$ cat config.mk
export PLATFORM = sky130hd
export DESIGN_NAME = hiccup_seq
export DESIGN_NICKNAME = d
export VERILOG_FILES = /design/src/rtl/hiccup_pkg.sv /design/src/rtl/hic_run_counter.sv /design/src/rtl/hiccup_seq.sv
export SDC_FILE = /design/constraint.sdc
export NUM_CORES = 1
export LEC_CHECK = 0
export BUFFER_PORTS_ARGS = -buffer_cell sky130_fd_sc_hd__buf_2
export CAP_MARGIN = 10
export CELL_PAD_IN_SITES_DETAIL_PLACEMENT = 1
export CELL_PAD_IN_SITES_GLOBAL_PLACEMENT = 2
export CORE_UTILIZATION = 35
export CTS_BUF_LIST = sky130_fd_sc_hd__clkbuf_2 sky130_fd_sc_hd__clkbuf_4 sky130_fd_sc_hd__clkbuf_8
export CTS_CLUSTER_DIAMETER = 200
export DETAILED_ROUTE_END_ITERATION = 10
export PLACE_DENSITY = 0.8
export SETUP_SLACK_MARGIN = 0.5
export SLEW_MARGIN = 0
export SYNTH_ARGS = -nofsm -noshare
export SYNTH_HDL_FRONTEND = slang
export SYNTH_SLANG_ARGS = --single-unit
$ cat constraint.sdc
create_clock -name clk -period 2.7 [get_ports clk]
set_input_delay 0.54 -clock clk [delete_from_list [all_inputs] [get_ports clk]]
set_output_delay 0.54 -clock clk [all_outputs]
set_load 0.01 [all_outputs]
$ cat src/rtl/hiccup_pkg.sv
package hiccup_pkg;

    localparam int unsigned ST_W = 3;

    typedef enum logic [ST_W-1:0] {
        ST_NORM    = 3'd0,
        ST_RAMP    = 3'd1,
        ST_DUMMY   = 3'd2,
        ST_OVLATCH = 3'd3,
        ST_THERM   = 3'd4
    } seq_state_e;

endpackage

$ cat src/rtl/hic_run_counter.sv
module hic_run_counter #(
    parameter int unsigned LIMIT = 8
) (
    input  logic clk,
    input  logic rst_n,
    input  logic tick,
    input  logic fault,
    input  logic hold,
    output logic trip
);
    localparam int unsigned CW = $clog2(LIMIT + 1);

    logic [CW-1:0] cnt_d, cnt_q;

    // Trip on the LIMIT-th consecutive faulty cycle.
    assign trip = tick && fault && !hold && (cnt_q == CW'(LIMIT - 1));

    always_comb begin
        cnt_d = cnt_q;
        if (hold) begin
            cnt_d = '0;
        end else if (tick) begin
            if (!fault || trip) cnt_d = '0;
            else                cnt_d = cnt_q + 1'b1;
        end
    end

    always_ff @(posedge clk or negedge rst_n) begin
        if (!rst_n) cnt_q <= '0;
        else        cnt_q <= cnt_d;
    end
endmodule

$ cat src/rtl/hiccup_seq.sv
module hiccup_seq #(
    parameter int unsigned OC_LIMIT     = 8,
    parameter int unsigned UV_LIMIT     = 8,
    parameter int unsigned OV_LIMIT     = 32,
    parameter int unsigned DUMMY_CYCLES = 3
) (
    input  logic       clk,
    input  logic       rst_n,
    input  logic       cyc_valid,
    input  logic       oc_det,
    input  logic       uv_flag,
    input  logic       ov_flag,
    input  logic       ot_hot,
    input  logic       ot_cool,
    input  logic       ss_done,
    output logic       pulse_term,
    output logic       force_low,
    output logic       drv_off,
    output logic       ss_restart,
    output logic       dummy_cyc,
    output logic [1:0] dummy_num,
    output logic [2:0] status
);
    import hiccup_pkg::*;

    localparam int unsigned DW = $clog2(DUMMY_CYCLES + 1);

    typedef struct packed {
        seq_state_e    st;
        logic [DW-1:0] dnum;
        logic          restart;
    } seq_regs_t;

    seq_regs_t r_d, r_q;

    logic switching;
    logic oc_trip, uv_trip, ov_trip;

    assign switching = (r_q.st == ST_NORM) || (r_q.st == ST_RAMP);

    // Per-fault consecutive-cycle counters; each is held cleared outside
    // the states where its fault is watched.
    hic_run_counter #(.LIMIT(OC_LIMIT)) u_oc_cnt (
        .clk   (clk),
        .rst_n (rst_n),
        .tick  (cyc_valid),
        .fault (oc_det),
        .hold  (r_q.st != ST_NORM),
        .trip  (oc_trip)
    );

    hic_run_counter #(.LIMIT(UV_LIMIT)) u_uv_cnt (
        .clk   (clk),
        .rst_n (rst_n),
        .tick  (cyc_valid),
        .fault (uv_flag),
        .hold  (!((r_q.st == ST_NORM) || (r_q.st == ST_OVLATCH))),
        .trip  (uv_trip)
    );

    hic_run_counter #(.LIMIT(OV_LIMIT)) u_ov_cnt (
        .clk   (clk),
        .rst_n (rst_n),
        .tick  (cyc_valid),
        .fault (ov_flag),
        .hold  (!switching),
        .trip  (ov_trip)
    );

    always_comb begin
        r_d         = r_q;
        r_d.restart = 1'b0;
        if (cyc_valid) begin
            if (ot_hot && (r_q.st != ST_THERM)) begin
                r_d.st   = ST_THERM;
                r_d.dnum = '0;
            end else begin
                unique case (r_q.st)
                    ST_NORM: begin
                        if (ov_trip) begin
                            r_d.st = ST_OVLATCH;
                        end else if (oc_trip || uv_trip) begin
                            r_d.st      = ST_DUMMY;
                            r_d.dnum    = DW'(1);
                            r_d.restart = 1'b1;
                        end
                    end
                    ST_RAMP: begin
                        if (ov_trip)      r_d.st = ST_OVLATCH;
                        else if (ss_done) r_d.st = ST_NORM;
                    end
                    ST_DUMMY: begin
                        if (ss_done) begin
                            r_d.restart = 1'b1;
                            if (r_q.dnum == DW'(DUMMY_CYCLES)) begin
                                r_d.st   = ST_RAMP;
                                r_d.dnum = '0;
                            end else begin
                                r_d.dnum = r_q.dnum + 1'b1;
                            end
                        end
                    end
                    ST_OVLATCH: begin
                        if (uv_trip) begin
                            r_d.st      = ST_DUMMY;
                            r_d.dnum    = DW'(1);
                            r_d.restart = 1'b1;
                        end
                    end
                    ST_THERM: begin
                        if (ot_cool) begin
                            r_d.st      = ST_RAMP;
                            r_d.restart = 1'b1;
                        end
                    end
                    default: r_d.st = ST_RAMP;
                endcase
            end
        end
    end

    always_ff @(posedge clk or negedge rst_n) begin
        if (!rst_n) begin
            r_q.st      <= ST_RAMP;
            r_q.dnum    <= '0;
            r_q.restart <= 1'b0;
        end else begin
            r_q <= r_d;
        end
    end

    assign pulse_term = oc_det  && switching;
    assign force_low  = ov_flag && switching;
    assign drv_off    = (r_q.st == ST_DUMMY) || (r_q.st == ST_OVLATCH) ||
                        (r_q.st == ST_THERM);
    assign ss_restart = r_q.restart;
    assign dummy_cyc  = (r_q.st == ST_DUMMY);
    assign dummy_num  = 2'(r_q.dnum);
    assign status     = r_q.st;
endmodule

==> flow_results.xml, run 1 <==
<?xml version="1.0" encoding="UTF-8"?>
<metrics>
  <group name="yosys">
    <metric name="asyncSetResetFlopFracSynth" unit="%">100</metric>
    <metric name="syn_nets" unit="">166</metric>
    <metric name="synth_top_area_cell" unit="">sky130_fd_sc_hd__dfrtp_1</metric>
    <metric name="yosys.area.top_type_share" unit="%">35.6</metric>
    <metric name="dominant_cells_by_area_after_synthesis" unit="">sky130_fd_sc_hd__dfrtp_1 36%, sky130_fd_sc_hd__o21ai_0 6.0%, sky130_fd_sc_hd__nor2_1 4.5%</metric>
    <metric name="synth.lib_cells_used.distinct" unit="">47</metric>
    <metric name="ys.flop_type" unit="">sky130_fd_sc_hd__dfrtp_1</metric>
    <metric name="postSynthRegisterBits" unit="">20</metric>
    <metric name="netlist_instances" unit="">153</metric>
    <metric name="syn_area" unit="um^2">1330</metric>
    <metric name="synth_edf_count" unit="">0</metric>
    <metric name="syn_avg_cell_area" unit="um^2">8.72</metric>
    <metric name="seq_area_frac_synth" unit="%">37.6</metric>
    <metric name="synth.yosys.warnings" unit="">0</metric>
  </group>
  <group name="grt">
    <metric name="overflow" unit="">0</metric>
    <metric name="grt_util_all_layers" unit="%">17.7</metric>
    <metric name="grt_max_degree" unit="">21</metric>
    <metric name="grt_antenna_before_repair" unit="">0</metric>
    <metric name="groute.layer.met2.usage" unit="%">30.6</metric>
    <metric name="globalRouteMet1Util" unit="%">23.0</metric>
    <metric name="gr_peak_layer" unit="">met2</metric>
    <metric name="grt_pass1_vias" unit="">1247</metric>
    <metric name="global_route.usage.met3" unit="%">2.14</metric>
    <metric name="grt_first_pass_wirelength" unit="um">5700</metric>
  </group>
  <group name="cells_and_area">
    <metric name="top_library_cells_by_usage_in_the_layout_fill_and_taps_aside" unit="">18 x sky130_fd_sc_hd__dfrtp_1, 18 x sky130_fd_sc_hd__buf_2, 16 x sky130_fd_sc_hd__nor2_1, 16 x sky130_fd_sc_hd__o21ai_0, 10 x sky130_fd_sc_hd__nand2_1</metric>
    <metric name="synth_to_final_area_change" unit="%">14.2</metric>
    <metric name="num_antenna_cells" unit="">0</metric>
    <metric name="postLayoutCoreUtil" unit="%">41.6</metric>
    <metric name="drive_above_1_share" unit="%">22.8</metric>
    <metric name="final.fill_count" unit="">464</metric>
    <metric name="finalNetCount" unit="">185</metric>
    <metric name="postLayoutCellArea" unit="um^2">1520</metric>
  </group>
  <group name="run">
    <metric name="maxCapViolCount" unit="">0</metric>
  </group>
  <group name="clocking">
    <metric name="path_clk_slew" unit="ns">0.08</metric>
    <metric name="tritoncts" unit="">yes</metric>
    <metric name="cts_sinks" unit="">20</metric>
    <metric name="root_buffer" unit="">sky130_fd_sc_hd__clkbuf_8</metric>
    <metric name="htree_levels" unit="">1</metric>
    <metric name="post_cts.repair.setup_buffers" unit="">0</metric>
    <metric name="tritoncts_buffer_count" unit="">3</metric>
    <metric name="clockBufferDepth" unit="">2</metric>
    <metric name="worst_skew_pair.late_latency" unit="ns">0.26</metric>
  </group>
  <group name="critical_path">
    <metric name="worst_setup_path_end_kind" unit="">flip-flop</metric>
    <metric name="criticalPathCategory" unit="">reg -&gt; reg</metric>
    <metric name="critical_path.startpoint_type" unit="">flip-flop</metric>
    <metric name="path_max_fanout" unit="">16</metric>
    <metric name="critical_path_arrival" unit="ns">2.23</metric>
    <metric name="worst_ep_required_time" unit="ns">2.85</metric>
  </group>
  <group name="sta">
    <metric name="fin_skew" unit="ns">0.00585</metric>
    <metric name="timing.slew.headroom" unit="%">64.0</metric>
    <metric name="final-setup-viol-count" unit="">0</metric>
    <metric name="setup-tns-final" unit="ns">0</metric>
    <metric name="final_max_slew_violation_count" unit="">0</metric>
    <metric name="worst_slew_pin_slew" unit="ns">0.538</metric>
    <metric name="unrepaired_setup_endpoints_after_global_routing" unit="">false</metric>
    <metric name="fmax" unit="GHz">0.479</metric>
    <metric name="finalHoldViolCount" unit="">0</metric>
    <metric name="timing.final.crit_share" unit="%">77.3</metric>
    <metric name="period_minus_slack" unit="ns">2.09</metric>
  </group>
  <group name="hold_path">
    <metric name="hold_path_class" unit="">in -&gt; async</metric>
  </group>
  <group name="die">
    <metric name="start_util" unit="%">36.4</metric>
    <metric name="die_area" unit="um^2">4060</metric>
    <metric name="die_w" unit="um">63.7</metric>
    <metric name="pin_count" unit="">19</metric>
    <metric name="std_cell_core_area" unit="um^2">3660</metric>
    <metric name="rows" unit="">22</metric>
    <metric name="floorplan.die.height" unit="um">63.7</metric>
  </group>
  <group name="routing">
    <metric name="first_iter_violations" unit="">72</metric>
    <metric name="viasPerCell" unit="">5.37</metric>
    <metric name="routed-via-count" unit="">1176</metric>
    <metric name="postRouteAntennaNets" unit="">0</metric>
    <metric name="drc" unit="">0</metric>
    <metric name="wl_per_cell" unit="um">14.7</metric>
    <metric name="wl" unit="um">3220</metric>
    <metric name="detailedRoute.firstPassIterationCount" unit="">4</metric>
  </group>
  <group name="power">
    <metric name="power.density" unit="nW/um^2">645</metric>
    <metric name="vdd_drop_max" unit="mV">0.306</metric>
    <metric name="cellLeakagePower" unit="uW">0.000712</metric>
    <metric name="totalPowerFinal" unit="uW">982</metric>
  </group>
  <group name="placed_design">
    <metric name="dpl.hpwl" unit="um">2500</metric>
    <metric name="gp_congestion" unit="">0.809</metric>
    <metric name="portBuffers" unit="">18</metric>
    <metric name="dpl-instance-area" unit="um^2">1470</metric>
  </group>
  <group name="status">
    <metric name="status" unit="">completed</metric>
  </group>
</metrics>
==> registers in the layout, indices dropped and copies added (netlist names) <==
| name | count |
|---|---|
| u_oc_cnt.cnt_q | 4 |
| ss_restart | 1 |
| dummy_num | 2 |
| status | 3 |
| u_uv_cnt.cnt_q | 4 |
| u_ov_cnt.cnt_q | 6 |
==> power breakdown <==
part           leakage [uW]  internal (uW)  switching [uW]  total [uW]
sequential         0.000270            341            63.9         405
combinational      0.000413            136             210         345
clock             0.0000288            130             102         232
total              0.000712            607             375         982
==> cell type report <==
cell class / instances / area [um^2] / share of cell area (%)
clock buffer: 4 / 55.1 / 3.62
multi-input combinational: 118 / 766 / 50.3
inverter: 9 / 33.8 / 2.22
tap: 48 / 60.1 / 3.94
sequential: 20 / 503 / 33.0
timing repair buffer: 20 / 105 / 6.90
==> worst paths after layout <==
kind / start / to / slack (ns) / cells after the start
max reg2reg: status[1]$_DFFE_PN0P_ / dummy_num[1]$_DFFE_PN0P_ / 0.61 / 5
max in group asynchronous: rst_n / status[0]$_DFFE_PN1P_ / 2.13 / 1
min: rst_n / u_ov_cnt.cnt_q[3]$_DFFE_PN0P_ / 0.22 / 1
min reg2reg: u_ov_cnt.cnt_q[5]$_DFFE_PN0P_ / u_ov_cnt.cnt_q[5]$_DFFE_PN0P_ / 0.48 / 1
max: status[1]$_DFFE_PN0P_ / dummy_num[1]$_DFFE_PN0P_ / 0.61 / 5
min in group clk: u_ov_cnt.cnt_q[5]$_DFFE_PN0P_ / u_ov_cnt.cnt_q[5]$_DFFE_PN0P_ / 0.48 / 1
==> logic make-up (layout without fill, tap and decap cells) <==
logic type	count (synthesis)	count (layout)	share of synthesized area, %
fa+ha+maj	4	4	3.75
mux	5	5	4.13
xor+xnor	1	1	0.657
buf+inv	15	33	4.97
compound gates	41	41	20.2
flops	20	20	37.6
simple gates	67	67	28.7
==> worst max-delay path, stage by stage (launching register included) <==
cell	delay [ns]
sky130_fd_sc_hd__dfrtp_2	0.53
sky130_fd_sc_hd__or3b_4	0.47
sky130_fd_sc_hd__nor3_4	0.26
sky130_fd_sc_hd__a21oi_2	0.08
sky130_fd_sc_hd__o31ai_2	0.29
sky130_fd_sc_hd__mux2_1	0.35
==> cells in the mapped netlist, types with 3 or more instances <==
library cell / instances
sky130_fd_sc_hd__a21oi_1: 8
sky130_fd_sc_hd__clkbuf_1: 3
sky130_fd_sc_hd__dfrtp_1: 19
sky130_fd_sc_hd__ha_1: 4
sky130_fd_sc_hd__inv_1: 9
sky130_fd_sc_hd__mux2_1: 3
sky130_fd_sc_hd__nand2_1: 10
sky130_fd_sc_hd__nand2b_1: 6
sky130_fd_sc_hd__nand3_1: 7
sky130_fd_sc_hd__nand4_1: 3
sky130_fd_sc_hd__nor2_1: 16
sky130_fd_sc_hd__nor2b_1: 3
sky130_fd_sc_hd__nor3_1: 4
sky130_fd_sc_hd__o21ai_0: 16
sky130_fd_sc_hd__o31ai_1: 4
==> metrics by stage <==
| stage | hold slack (ns) | setup WS, ns | std cells |
|---|---|---|---|
| after floorplan | 0.244 | 0.730 | 153 |
| after global placement | 0.454 | 0.558 | 215 |
| after detailed placement | 0.458 | 0.518 | 215 |
| after CTS | 0.239 | 0.510 | 219 |
| after global routing | 0.249 | 0.511 | 219 |
| final | 0.221 | 0.614 | 219 |
==> per-layer routing <==
metal  up-vias  part of all wire (%)
li1        588                     -
met5         -                     0
met2        10                    48
met3         2                   1.8
met1       576                    50
met4         0                  0.59
==> repair_timing <==
item                                    4_1_cts  5_1_grt
resized for setup                             0        1
endpoints found under the setup margin        0        1
hold buffers                                  0        0
endpoints found under the hold margin         0        0
Power figures use the tool's default switching activity.
==> run 2, diff against run 1 <==
--- a/config.mk
+++ b/config.mk
@@ -5,15 +5,16 @@
 export SDC_FILE = /design/constraint.sdc
 export NUM_CORES = 1
 export LEC_CHECK = 0
+export ABC_AREA = 1
 export BUFFER_PORTS_ARGS = -buffer_cell sky130_fd_sc_hd__buf_2
 export CAP_MARGIN = 10
 export CELL_PAD_IN_SITES_DETAIL_PLACEMENT = 1
 export CELL_PAD_IN_SITES_GLOBAL_PLACEMENT = 2
-export CORE_UTILIZATION = 35
+export CORE_UTILIZATION = 33
 export CTS_BUF_LIST = sky130_fd_sc_hd__clkbuf_2 sky130_fd_sc_hd__clkbuf_4 sky130_fd_sc_hd__clkbuf_8
 export CTS_CLUSTER_DIAMETER = 200
 export DETAILED_ROUTE_END_ITERATION = 10
-export PLACE_DENSITY = 0.8
+export PLACE_DENSITY = 0.81
 export SETUP_SLACK_MARGIN = 0.5
 export SLEW_MARGIN = 0
 export SYNTH_ARGS = -nofsm -noshare
==> constraint.sdc (replaced) <==
create_clock -name clk -period 2 [get_ports clk]
set_input_delay 0.4 -clock clk [delete_from_list [all_inputs] [get_ports clk]]
set_output_delay 0.4 -clock clk [all_outputs]
set_load 0.01 [all_outputs]
==> flow_results.xml, run 2 <==
<?xml version="1.0" encoding="UTF-8"?>
<metrics>
  <group name="status">
    <metric name="status" unit="">completed</metric>
  </group>
  <group name="routing">
    <metric name="detailedRoute.firstPassIterationCount" unit="">4</metric>
    <metric name="postRouteAntennaNets" unit="">0</metric>
    <metric name="wl_per_cell" unit="um">14.1</metric>
    <metric name="viasPerCell" unit="">5.00</metric>
    <metric name="routed-via-count" unit="">1411</metric>
    <metric name="drc" unit="">0</metric>
    <metric name="wl" unit="um">3970</metric>
    <metric name="first_iter_violations" unit="">60</metric>
  </group>
  <group name="sta">
    <metric name="timing.slew.headroom" unit="%">67.1</metric>
    <metric name="fin_skew" unit="ns">0.00177</metric>
    <metric name="unrepaired_setup_endpoints_after_global_routing" unit="">true</metric>
    <metric name="worst_slew_pin_slew" unit="ns">0.494</metric>
    <metric name="final_max_slew_violation_count" unit="">0</metric>
    <metric name="period_minus_slack" unit="ns">1.77</metric>
    <metric name="timing.final.crit_share" unit="%">88.4</metric>
    <metric name="final-setup-viol-count" unit="">0</metric>
    <metric name="fmax" unit="GHz">0.566</metric>
    <metric name="setup-tns-final" unit="ns">0</metric>
    <metric name="finalHoldViolCount" unit="">0</metric>
    <metric name="setup_ws" unit="ns">0.232</metric>
  </group>
  <group name="grt">
    <metric name="grt_antenna_before_repair" unit="">0</metric>
    <metric name="grt_pass1_vias" unit="">1475</metric>
    <metric name="grt_max_degree" unit="">21</metric>
    <metric name="grt_first_pass_wirelength" unit="um">6750</metric>
    <metric name="overflow" unit="">0</metric>
    <metric name="grt_util_all_layers" unit="%">20.1</metric>
  </group>
  <group name="placed_design">
    <metric name="dpl.hpwl" unit="um">2970</metric>
    <metric name="dp_cells" unit="">265</metric>
    <metric name="dp_slack" unit="ns">0.342</metric>
    <metric name="portBuffers" unit="">18</metric>
    <metric name="gp_congestion" unit="">0.855</metric>
  </group>
  <group name="die">
    <metric name="die_w" unit="um">67.1</metric>
    <metric name="floorplan.die.height" unit="um">67.1</metric>
    <metric name="die_area" unit="um^2">4500</metric>
    <metric name="std_cell_core_area" unit="um^2">4030</metric>
    <metric name="pin_count" unit="">19</metric>
    <metric name="rows" unit="">23</metric>
    <metric name="start_util" unit="%">34.7</metric>
  </group>
  <group name="clocking">
    <metric name="worst_skew_pair.late_latency" unit="ns">0.26</metric>
    <metric name="htree_levels" unit="">1</metric>
    <metric name="cts_sinks" unit="">20</metric>
    <metric name="tritoncts" unit="">yes</metric>
    <metric name="clockBufferDepth" unit="">2</metric>
    <metric name="tritoncts_buffer_count" unit="">3</metric>
    <metric name="path_clk_slew" unit="ns">0.08</metric>
    <metric name="root_buffer" unit="">sky130_fd_sc_hd__clkbuf_8</metric>
  </group>
  <group name="run">
    <metric name="maxCapViolCount" unit="">0</metric>
  </group>
  <group name="yosys">
    <metric name="ys.flop_type" unit="">sky130_fd_sc_hd__dfrtp_1</metric>
    <metric name="synth.lib_cells_used.distinct" unit="">25</metric>
    <metric name="dominant_cells_by_area_after_synthesis" unit="">sky130_fd_sc_hd__dfrtp_1 34%, sky130_fd_sc_hd__nand2_1 14%, sky130_fd_sc_hd__nand3_1 8.2%</metric>
    <metric name="seq_area_frac_synth" unit="%">35.9</metric>
    <metric name="asyncSetResetFlopFracSynth" unit="%">100</metric>
    <metric name="netlist_instances" unit="">200</metric>
    <metric name="postSynthRegisterBits" unit="">20</metric>
    <metric name="yosys.cell_count.top_type" unit="">sky130_fd_sc_hd__nand2_1</metric>
    <metric name="post_synth_most_frequent_cells" unit="">52 x sky130_fd_sc_hd__nand2_1, 27 x sky130_fd_sc_hd__inv_1, 23 x sky130_fd_sc_hd__nand3_1, 19 x sky130_fd_sc_hd__dfrtp_1, 19 x sky130_fd_sc_hd__nor2_1</metric>
    <metric name="syn_area" unit="um^2">1400</metric>
    <metric name="syn_avg_cell_area" unit="um^2">6.99</metric>
    <metric name="synth.yosys.warnings" unit="">0</metric>
    <metric name="synth_edf_count" unit="">0</metric>
    <metric name="syn_nets" unit="">213</metric>
    <metric name="yosys.area.top_type_share" unit="%">34.0</metric>
    <metric name="synth_top_area_cell" unit="">sky130_fd_sc_hd__dfrtp_1</metric>
  </group>
  <group name="power">
    <metric name="totalPowerFinal" unit="uW">1910</metric>
    <metric name="power.density" unit="nW/um^2">1070</metric>
    <metric name="cellLeakagePower" unit="uW">0.000970</metric>
    <metric name="vdd_drop_max" unit="mV">0.348</metric>
  </group>
  <group name="cells_and_area">
    <metric name="fin_cells" unit="">282</metric>
    <metric name="flip_flop_count_of_the_largest_register_after_layout" unit="">6</metric>
    <metric name="synth_to_final_area_change" unit="%">27.3</metric>
    <metric name="postLayoutCoreUtil" unit="%">44.2</metric>
    <metric name="finalNetCount" unit="">246</metric>
    <metric name="num_antenna_cells" unit="">0</metric>
    <metric name="top_library_cells_by_usage_in_the_layout_fill_and_taps_aside" unit="">49 x sky130_fd_sc_hd__nand2_1, 26 x sky130_fd_sc_hd__inv_1, 20 x sky130_fd_sc_hd__nand3_1, 17 x sky130_fd_sc_hd__dfrtp_1, 17 x sky130_fd_sc_hd__buf_2</metric>
    <metric name="top_register" unit="">u_ov_cnt.cnt_q</metric>
    <metric name="drive_above_1_share" unit="%">28.4</metric>
    <metric name="leading_registers_by_flop_count" unit="">u_ov_cnt.cnt_q (6), u_oc_cnt.cnt_q (4), u_uv_cnt.cnt_q (4)</metric>
    <metric name="layout.cells.most_common" unit="">sky130_fd_sc_hd__nand2_1</metric>
  </group>
  <group name="critical_path">
    <metric name="critical_path.startpoint_type" unit="">flip-flop</metric>
    <metric name="path_max_fanout" unit="">6</metric>
    <metric name="critical_path_arrival" unit="ns">1.37</metric>
    <metric name="worstRegToRegCells" unit="">9</metric>
    <metric name="criticalPathCategory" unit="">reg -&gt; out</metric>
    <metric name="worst_setup_path_end_kind" unit="">output port</metric>
    <metric name="worst_ep_required_time" unit="ns">1.60</metric>
  </group>
  <group name="hold_path">
    <metric name="hold_path_class" unit="">in -&gt; async</metric>
  </group>
</metrics>
==> run 2: critical path, cell delays in order (launching register included) <==
cell	delay [ns]
sky130_fd_sc_hd__dfstp_2	0.68
sky130_fd_sc_hd__nor2_8	0.05
sky130_fd_sc_hd__nand2_4	0.10
sky130_fd_sc_hd__nand2_4	0.06
sky130_fd_sc_hd__nand2_4	0.07
sky130_fd_sc_hd__inv_2	0.04
sky130_fd_sc_hd__buf_6	0.11
==> run 2: layout make-up <==
class	instances	area, um^2
clock buffers	4	55.1
fillers	537	2250
inverters	30	120
multi-input cells	146	821
flip-flops and latches	20	504
well taps	50	62.6
repair buffers	32	216
==> run 2: stage by stage <==
stage                     area [um^2]  hold slack [ns]
after detailed placement         1530            0.392
after global placement           1530            0.380
after floorplan                  1400            0.104
final                            1780           0.0868
after CTS                        1720            0.103
after global routing             1780            0.124
==> run 2: logic make-up after synthesis <==
logic type      after synthesis  share of synthesized area (%)
simple gates                112                           37.6
buf+inv                      34                           10.4
compound gates               27                           10.7
flops                        20                           35.9
fa+ha+maj                     4                           3.58
xor+xnor                      3                           1.88
==> run 2: repair_timing <==
action / CTS / global route
hold buffers: 0 / 0
pin swaps: 7 / 4
setup buffers: 10 / 3
endpoints found under the setup margin: 20 / 25
gates resized for setup: 18 / 14
==> run 2: worst paths after layout <==
kind,from,endpoint,slack [ns]
min in group clk,cyc_valid,u_ov_cnt.cnt_q[1]$_DFFE_PN0P_,0.50
max reg2reg,status[0]$_DFFE_PN1P_,ss_restart$_DFF_PN0_,0.29
min,rst_n,u_ov_cnt.cnt_q[3]$_DFFE_PN0P_,0.09
max in group asynchronous,rst_n,status[1]$_DFFE_PN0P_,1.55
min reg2reg,u_oc_cnt.cnt_q[0]$_DFFE_PN0P_,u_oc_cnt.cnt_q[0]$_DFFE_PN0P_,0.53
max,status[0]$_DFFE_PN1P_,force_low,0.23
==> run 2: metal layers <==
layer | track usage [%] | part of all wire [%] | vias up
met5 | 0 | 0 | -
met4 | 6.65 | 1.9 | 0
met3 | 2.74 | 2.1 | 7
met2 | 37.4 | 52 | 16
met1 | 23.1 | 44 | 681
li1 | - | - | 707
==> run 2: power breakdown <==
group          switching (uW)  internal, uW
registers                 101           477
logic                     564           442
clock network             149           176
total                     815          1100
